`src/rtl/pwm_dec_pkg.sv`:
```
package pwm_dec_pkg;
  localparam int NUM_SRC    = 2;
  localparam int SRC_CREST  = 0;
  localparam int SRC_TROUGH = 1;

  localparam logic ADDR_SKIP = 1'b0;
  localparam logic ADDR_CTRL = 1'b1;

  localparam int CTRL_BYPASS = 0;
  localparam int CTRL_XFER   = 1;
  localparam int CTRL_ADC    = 2;
endpackage

```
`src/rtl/pwm_dec_regs.sv`:
```
module pwm_dec_regs
  import pwm_dec_pkg::*;
#(
  parameter int CNT_W  = 3,
  parameter int DATA_W = 8
) (
  input  logic                            clk_i,
  input  logic                            rst_ni,
  input  logic                            we_i,
  input  logic                            addr_i,
  input  logic [DATA_W-1:0]               wdata_i,
  output logic [DATA_W-1:0]               rdata_o,
  input  logic [NUM_SRC-1:0]              irq_en_i,
  input  logic                            cmp_match_i,
  output logic [NUM_SRC-1:0]              en_o,
  output logic [NUM_SRC-1:0][CNT_W-1:0]   lim_o,
  output logic                            bypass_o,
  output logic                            xfer_link_o,
  output logic                            adc_link_o
);
  localparam int FLD_W = CNT_W + 1;

  logic [NUM_SRC-1:0]            en_q;
  logic [NUM_SRC-1:0][CNT_W-1:0] lim_q;
  logic                          bypass_q, xfer_q, adc_q;
  logic                          skip_wr, ctrl_wr;
  logic [NUM_SRC-1:0]            fld_ok;

  assign skip_wr = we_i && (addr_i == ADDR_SKIP);
  assign ctrl_wr = we_i && (addr_i == ADDR_CTRL);

  always_comb begin
    for (int s = 0; s < NUM_SRC; s++) begin
      fld_ok[s] = skip_wr && !irq_en_i[s] && !cmp_match_i;
    end
  end

  always_ff @(posedge clk_i or negedge rst_ni) begin
    if (!rst_ni) begin
      en_q  <= '0;
      lim_q <= '0;
    end else begin
      for (int s = 0; s < NUM_SRC; s++) begin
        if (fld_ok[s]) begin
          en_q[s] <= wdata_i[s*FLD_W + CNT_W];
          // count is frozen while the source runs
          if (!en_q[s]) lim_q[s] <= wdata_i[s*FLD_W +: CNT_W];
        end
      end
    end
  end

  always_ff @(posedge clk_i or negedge rst_ni) begin
    if (!rst_ni) begin
      bypass_q <= 1'b0;
      xfer_q   <= 1'b0;
      adc_q    <= 1'b0;
    end else if (ctrl_wr) begin
      bypass_q <= wdata_i[CTRL_BYPASS];
      xfer_q   <= wdata_i[CTRL_XFER];
      adc_q    <= wdata_i[CTRL_ADC];
    end
  end

  always_comb begin
    rdata_o = '0;
    if (addr_i == ADDR_SKIP) begin
      for (int s = 0; s < NUM_SRC; s++) begin
        rdata_o[s*FLD_W +: CNT_W]   = lim_q[s];
        rdata_o[s*FLD_W + CNT_W]    = en_q[s];
      end
    end else begin
      rdata_o[CTRL_BYPASS] = bypass_q;
      rdata_o[CTRL_XFER]   = xfer_q;
      rdata_o[CTRL_ADC]    = adc_q;
    end
  end

  assign en_o        = en_q;
  assign lim_o       = lim_q;
  assign bypass_o    = bypass_q;
  assign xfer_link_o = xfer_q;
  assign adc_link_o  = adc_q;

  for (genvar g = 0; g < NUM_SRC; g++) begin : g_chk
    AST_SKIP_WR_BLOCKED: assert property (@(posedge clk_i) disable iff (!rst_ni)
      $past(skip_wr && (irq_en_i[g] || cmp_match_i)) |-> ($stable(lim_q[g]) && $stable(en_q[g])));
    AST_LIM_LOCKED: assert property (@(posedge clk_i) disable iff (!rst_ni)
      $past(en_q[g]) |-> $stable(lim_q[g]));
  end
endmodule

```
`src/rtl/pwm_dec_skip_ctr.sv`:
```
module pwm_dec_skip_ctr #(
  parameter int CNT_W = 3
) (
  input  logic             clk_i,
  input  logic             rst_ni,
  input  logic             en_i,
  input  logic             bypass_i,
  input  logic             evt_i,
  input  logic [CNT_W-1:0] lim_i,
  output logic             pass_o
);
  logic [CNT_W-1:0] cnt_q;
  logic             active, hit;

  assign active = en_i && !bypass_i;
  assign hit    = (cnt_q == lim_i);
  assign pass_o = !active || hit;

  always_ff @(posedge clk_i or negedge rst_ni) begin
    if (!rst_ni) begin
      cnt_q <= '0;
    end else if (!active) begin
      cnt_q <= '0;
    end else if (evt_i) begin
      cnt_q <= hit ? '0 : cnt_q + CNT_W'(1);
    end
  end

  AST_CNT_WITHIN_LIM: assert property (@(posedge clk_i) disable iff (!rst_ni)
    active |-> (cnt_q <= lim_i));
  AST_IDLE_CNT_ZERO: assert property (@(posedge clk_i) disable iff (!rst_ni)
    $past(!active) |-> (cnt_q == '0));
endmodule

```
`src/rtl/pwm_dec_gate.sv`:
```
module pwm_dec_gate (
  input  logic clk_i,
  input  logic rst_ni,
  input  logic evt_i,
  input  logic pass_i,
  input  logic xfer_i,
  input  logic adc_i,
  input  logic xfer_link_i,
  input  logic adc_link_i,
  output logic irq_o,
  output logic xfer_o,
  output logic adc_o
);
  logic last_q, cur_pass;
  logic irq_q, xfer_q, adc_q;

  // decision of the newest event, held for strobes that trail it
  assign cur_pass = evt_i ? pass_i : last_q;

  always_ff @(posedge clk_i or negedge rst_ni) begin
    if (!rst_ni) begin
      last_q <= 1'b1;
      irq_q  <= 1'b0;
      xfer_q <= 1'b0;
      adc_q  <= 1'b0;
    end else begin
      last_q <= cur_pass;
      irq_q  <= evt_i && pass_i;
      xfer_q <= xfer_i && (!xfer_link_i || cur_pass);
      adc_q  <= adc_i && (!adc_link_i || cur_pass);
    end
  end

  assign irq_o  = irq_q;
  assign xfer_o = xfer_q;
  assign adc_o  = adc_q;

  AST_IRQ_FROM_EVT: assert property (@(posedge clk_i) disable iff (!rst_ni)
    irq_o |-> $past(evt_i));
  AST_XFER_FROM_REQ: assert property (@(posedge clk_i) disable iff (!rst_ni)
    xfer_o |-> $past(xfer_i));
  AST_XFER_UNLINKED: assert property (@(posedge clk_i) disable iff (!rst_ni)
    $past(xfer_i && !xfer_link_i) |-> xfer_o);
  AST_ADC_FROM_REQ: assert property (@(posedge clk_i) disable iff (!rst_ni)
    adc_o |-> $past(adc_i));
endmodule

```
`src/rtl/pwm_evt_decimator.sv`:
```
module pwm_evt_decimator
  import pwm_dec_pkg::*;
#(
  parameter int CNT_W  = 3,
  parameter int DATA_W = 8
) (
  input  logic              clk_i,
  input  logic              rst_ni,
  input  logic              cfg_we_i,
  input  logic              cfg_addr_i,
  input  logic [DATA_W-1:0] cfg_wdata_i,
  output logic [DATA_W-1:0] cfg_rdata_o,
  input  logic              crest_irq_en_i,
  input  logic              trough_irq_en_i,
  input  logic              cmp_match_i,
  input  logic              crest_evt_i,
  input  logic              trough_evt_i,
  input  logic              crest_xfer_i,
  input  logic              trough_xfer_i,
  input  logic              crest_adc_i,
  input  logic              trough_adc_i,
  output logic              crest_irq_o,
  output logic              trough_irq_o,
  output logic              crest_xfer_o,
  output logic              trough_xfer_o,
  output logic              crest_adc_o,
  output logic              trough_adc_o
);
  logic [NUM_SRC-1:0]            irq_en, evt, xfer_req, adc_req;
  logic [NUM_SRC-1:0]            irq, xfer, adc, pass, en;
  logic [NUM_SRC-1:0][CNT_W-1:0] lim;
  logic                          bypass, xfer_link, adc_link;

  assign irq_en   = {trough_irq_en_i, crest_irq_en_i};
  assign evt      = {trough_evt_i,    crest_evt_i};
  assign xfer_req = {trough_xfer_i,   crest_xfer_i};
  assign adc_req  = {trough_adc_i,    crest_adc_i};

  pwm_dec_regs #(.CNT_W(CNT_W), .DATA_W(DATA_W)) u_regs (
    .clk_i       (clk_i),
    .rst_ni      (rst_ni),
    .we_i        (cfg_we_i),
    .addr_i      (cfg_addr_i),
    .wdata_i     (cfg_wdata_i),
    .rdata_o     (cfg_rdata_o),
    .irq_en_i    (irq_en),
    .cmp_match_i (cmp_match_i),
    .en_o        (en),
    .lim_o       (lim),
    .bypass_o    (bypass),
    .xfer_link_o (xfer_link),
    .adc_link_o  (adc_link)
  );

  for (genvar g = 0; g < NUM_SRC; g++) begin : g_src
    pwm_dec_skip_ctr #(.CNT_W(CNT_W)) u_ctr (
      .clk_i    (clk_i),
      .rst_ni   (rst_ni),
      .en_i     (en[g]),
      .bypass_i (bypass),
      .evt_i    (evt[g]),
      .lim_i    (lim[g]),
      .pass_o   (pass[g])
    );

    pwm_dec_gate u_gate (
      .clk_i       (clk_i),
      .rst_ni      (rst_ni),
      .evt_i       (evt[g]),
      .pass_i      (pass[g]),
      .xfer_i      (xfer_req[g]),
      .adc_i       (adc_req[g]),
      .xfer_link_i (xfer_link),
      .adc_link_i  (adc_link),
      .irq_o       (irq[g]),
      .xfer_o      (xfer[g]),
      .adc_o       (adc[g])
    );

    AST_BYPASS_PASSES: assert property (@(posedge clk_i) disable iff (!rst_ni)
      $past(bypass && evt[g]) |-> irq[g]);
  end

  assign crest_irq_o   = irq[SRC_CREST];
  assign trough_irq_o  = irq[SRC_TROUGH];
  assign crest_xfer_o  = xfer[SRC_CREST];
  assign trough_xfer_o = xfer[SRC_TROUGH];
  assign crest_adc_o   = adc[SRC_CREST];
  assign trough_adc_o  = adc[SRC_TROUGH];
endmodule

```
`config.mk`:
```
export PLATFORM = sky130hd
export DESIGN_NAME = pwm_evt_decimator
export DESIGN_NICKNAME = d
export VERILOG_FILES = /design/src/rtl/pwm_dec_pkg.sv /design/src/rtl/pwm_dec_regs.sv /design/src/rtl/pwm_dec_skip_ctr.sv /design/src/rtl/pwm_dec_gate.sv /design/src/rtl/pwm_evt_decimator.sv
export SDC_FILE = /design/constraint.sdc
export NUM_CORES = 1
export LEC_CHECK = 0
export BUFFER_PORTS_ARGS = -buffer_cell sky130_fd_sc_hd__buf_2
export CAP_MARGIN = 10
export CORE_MARGIN = 2
export CORE_UTILIZATION = 51
export DETAILED_ROUTE_END_ITERATION = 7
export GPL_TIMING_DRIVEN = 0
export PLACE_DENSITY_LB_ADDON = 0.15
export SYNTH_ARGS = -nofsm -noshare
export SYNTH_HDL_FRONTEND = slang
export SYNTH_SLANG_ARGS = --single-unit
```
`constraint.sdc`:
```
create_clock -name clk_i -period 1.58 [get_ports clk_i]
set_input_delay 0.158 -clock clk_i [delete_from_list [all_inputs] [get_ports clk_i]]
set_output_delay 0.158 -clock clk_i [all_outputs]
set_load 0.05 [all_outputs]
```
==> summary.txt <==
Outcome
  – Outcome: complete, no violations

Placement
  – Post-DP HPWL: 1.93 mm
  – Pre-CTS worst setup slack: approximately 130 ps
  – Routability cong.: roughly 0.72
  – PortBufs: 33

Power and ir drop
  – Tot Pwr: 1.86 mW
  – Worst vdd ir: ~0.76 mV
  – Pleak: between 0.7 and 0.8 nW
  – Pwr dens: about 1200 nW/um^2

GRT
  – Antenna violations before repair: 0
  – Pin count of the biggest net entering global routing: 26
  – Vias in the first global route: just under 1000
  – GR Overflow Total: 0
  – First-pass GRT wire length: 4.17 mm
  – Total track usage: 0.195
  – GRT busiest layer: met2
  – GRT met2 Usage: 0.335
  – GRT met3 Usage: 0.0246
  – M1 GR Usage: 0.247

Cells and area
  – Fraction of layout cells with a size suffix above 1: 0.429
  – Most common cell after layout, fill and taps aside: buf_2
  – Commonest non-fill, non-tap cells in the layout: 33 x buf_2, 23 x dfrtp_1, 14 x mux2_2
  – Ant diodes: 0
  – Post-layout util: 0.634
  – Area grow syn2layout: 18.6%
  – Filler cells: 200
  – # nets final: approximately 170

Yosys
  – Post-synth top area cell: dfrtp_1
  – Top cell type's share of synthesized area: 0.439
  – Register area share after synthesis: 0.479
  – Top FF cell, synth: dfrtp_1
  – Synthesized net count: 132
  – Post-Syn Area: around 1300 um^2
  – Synth area leaders: dfrtp_1 44%, mux2_2 12%, dfstp_2 4.0%, and2b_2 3.3%, xnor2_1 2.7%
  – Netlist cell types: 38
  – Synth Warn #: 0
  – Mapped Cells: 109
  – Syn Area/Cell: 12.0 um^2
  – Post-synth ARST share: 1.00
  – Post-synth EDFFs: 0
  – Synth Register Bits: 25

Timing
  – Final setup viols: 0
  – Final Hold Viols: 0
  – Crit share post-route: 0.904
  – Skew final: ~10 ps
  – RSZ-0062 raised after global routing: no
  – Pins Over Slew Limit: 0
  – Tmin final: roughly 1400 ps
  – F_max: roughly 0.7 GHz
  – Slew @ Worst Pin: ~550 ps
  – Total Negative Setup Slacks: 0 ps
  – Slew headroom: 0.635
  – PnR worst setup slack: around 150 ps
  – Final hold slack: ~64 ps

Clock network
  – H-Tree Depth: 1
  – Clk root buf: clkbuf_4
  – CTS tree: yes
  – Clock sinks: 25
  – Later-pin clock latency in the skew report: approximately 310 ps
  – Num CTS Buffers: 3
  – Clock transition at path regs: ~130 ps
  – Worst-case clock buffer depth: 2

Die
  – Die area: 2990 um^2
  – Die width: 54.7 um
  – Chip height: 54.7 um
  – Ports: 35
  – Initial Util: 0.534
  – Core area: around 2500 um^2
  – # rows: 18

Route
  – Initial drt markers: 18
  – DRC violations left: 0
  – First-pass iteration count of the detailed router: 4
  – Drt via density: between 5 and 6
  – ANT nets after route: 0
  – WL/cell: 14.2 um
  – Vias: 987
  – Final wirelength: between 2 and 3 mm

Critical path
  – Worst path max stage delay: 470 ps
  – Req. time, crit path: between 1000 and 1500 ps
  – Worst setup EP type: output port
  – CP Max Fanout: 7
  – Worst Setup Start Kind: flip-flop
  – WS Path Type: flip-flop to output port
  – CP arrival: between 1000 and 1500 ps
  – Worst path cell trace: mux2_2 -> buf_2
  – Slowest CP cell: dfrtp_1

Min path
  – Worst Hold Class: primary input to flip-flop

Job
  – Max-cap violations: 0
-- registers in the layout, summed over array words and instances (netlist names) --
register / cells
u_regs.adc_link_o: 1
u_regs.xfer_link_o: 1
u_regs.bypass_o: 1
g_src.u_gate.adc_o: 2
g_src.u_ctr.cnt_q: 6
g_src.u_gate.last_q: 2
g_src.u_gate.irq_o: 2
u_regs.en_o: 2
g_src.u_gate.xfer_o: 2
u_regs.lim_o: 6
-- power breakdown --
| part | total [mW] | internal [mW] | switching [mW] | leakage, nW |
|---|---|---|---|---|
| logic | 0.708 | 0.263 | 0.445 | 0.407 |
| clock network | 0.272 | 0.0984 | 0.174 | 0.0150 |
| registers | 0.880 | 0.761 | 0.119 | 0.307 |
| total | 1.86 | 1.12 | 0.738 | 0.729 |
-- cell usage after synthesis (3+ instances only) --
cell type and number:
a41oi_1 3, and2b_2 5, clkbuf_1 3, dfrtp_1 23, inv_1 3, mux2_2 14
nand2_1 3, nand3_1 4, nand3b_1 3, nor2_1 4, nor2b_1 3, xnor2_1 4
-- final cells by class --
class | count | area (um^2) | area share
buffer | 4 | 22.5 | 0.0145
inverter | 3 | 11.3 | 0.00724
timing repair buffer | 34 | 175 | 0.113
multi-input combinational | 77 | 654 | 0.421
clock buffer | 4 | 26.3 | 0.0169
sequential | 25 | 628 | 0.404
tap | 30 | 37.5 | 0.0241
-- final timing paths --
check	startpoint	end	slack, ps	cells after the start
max reg2reg	u_regs.en_o[0]	g_src[0].u_ctr.cnt_q[2]	210	4
max in group asynchronous	rst_ni	g_src[1].u_gate.last_q	850	2
min reg2reg	g_src[0].u_gate.last_q	g_src[0].u_gate.last_q	520	2
max	u_regs.bypass_o	cfg_rdata_o[0]	150	2
min in group asynchronous	rst_ni	g_src[1].u_gate.irq_o	340	2
min	trough_adc_i	g_src[1].u_gate.adc_o	60	2
-- metal layers --
metal | vias up | share of wire
li1 | 485 | -
met1 | 474 | 0.47
met2 | 26 | 0.47
met3 | 2 | 0.051
met4 | 0 | 0.0076
met5 | - | 0
-- critical path: cells and delay by family (launching register included) --
| family | cells | cell delay [ps] |
|---|---|---|
| flip-flops | 1 | 470 |
| buffers and inverters | 1 | 210 |
| multiplexers | 1 | 290 |
-- through the flow --
stage	cell area, um^2	std cells
final	1560	177
after global routing	1560	177
after CTS	1550	177
after detailed placement	1510	172
after global placement	1510	172
after floorplan	1310	109
-- what timing repair did --
item / 4_1_cts / 5_1_grt
hold buffers: 1 / 0
setup buffers: 0 / 0
endpoints found under the hold margin: 23 / 0
setup endpoints to repair: 0 / 3
resized for setup: 0 / 1
-- cells by family after synthesis --
family | Yosys count | share of synthesized area
DFF | 25 | 0.479
adders and majority gates | 2 | 0.0191
xor gates and xnor gates | 6 | 0.0401
muxes | 14 | 0.120
and+or+nand+nor | 36 | 0.193
buffers and inverters | 7 | 0.0258
AOI/OAI and AO/OA | 19 | 0.123
Power figures use the tool's default switching activity.
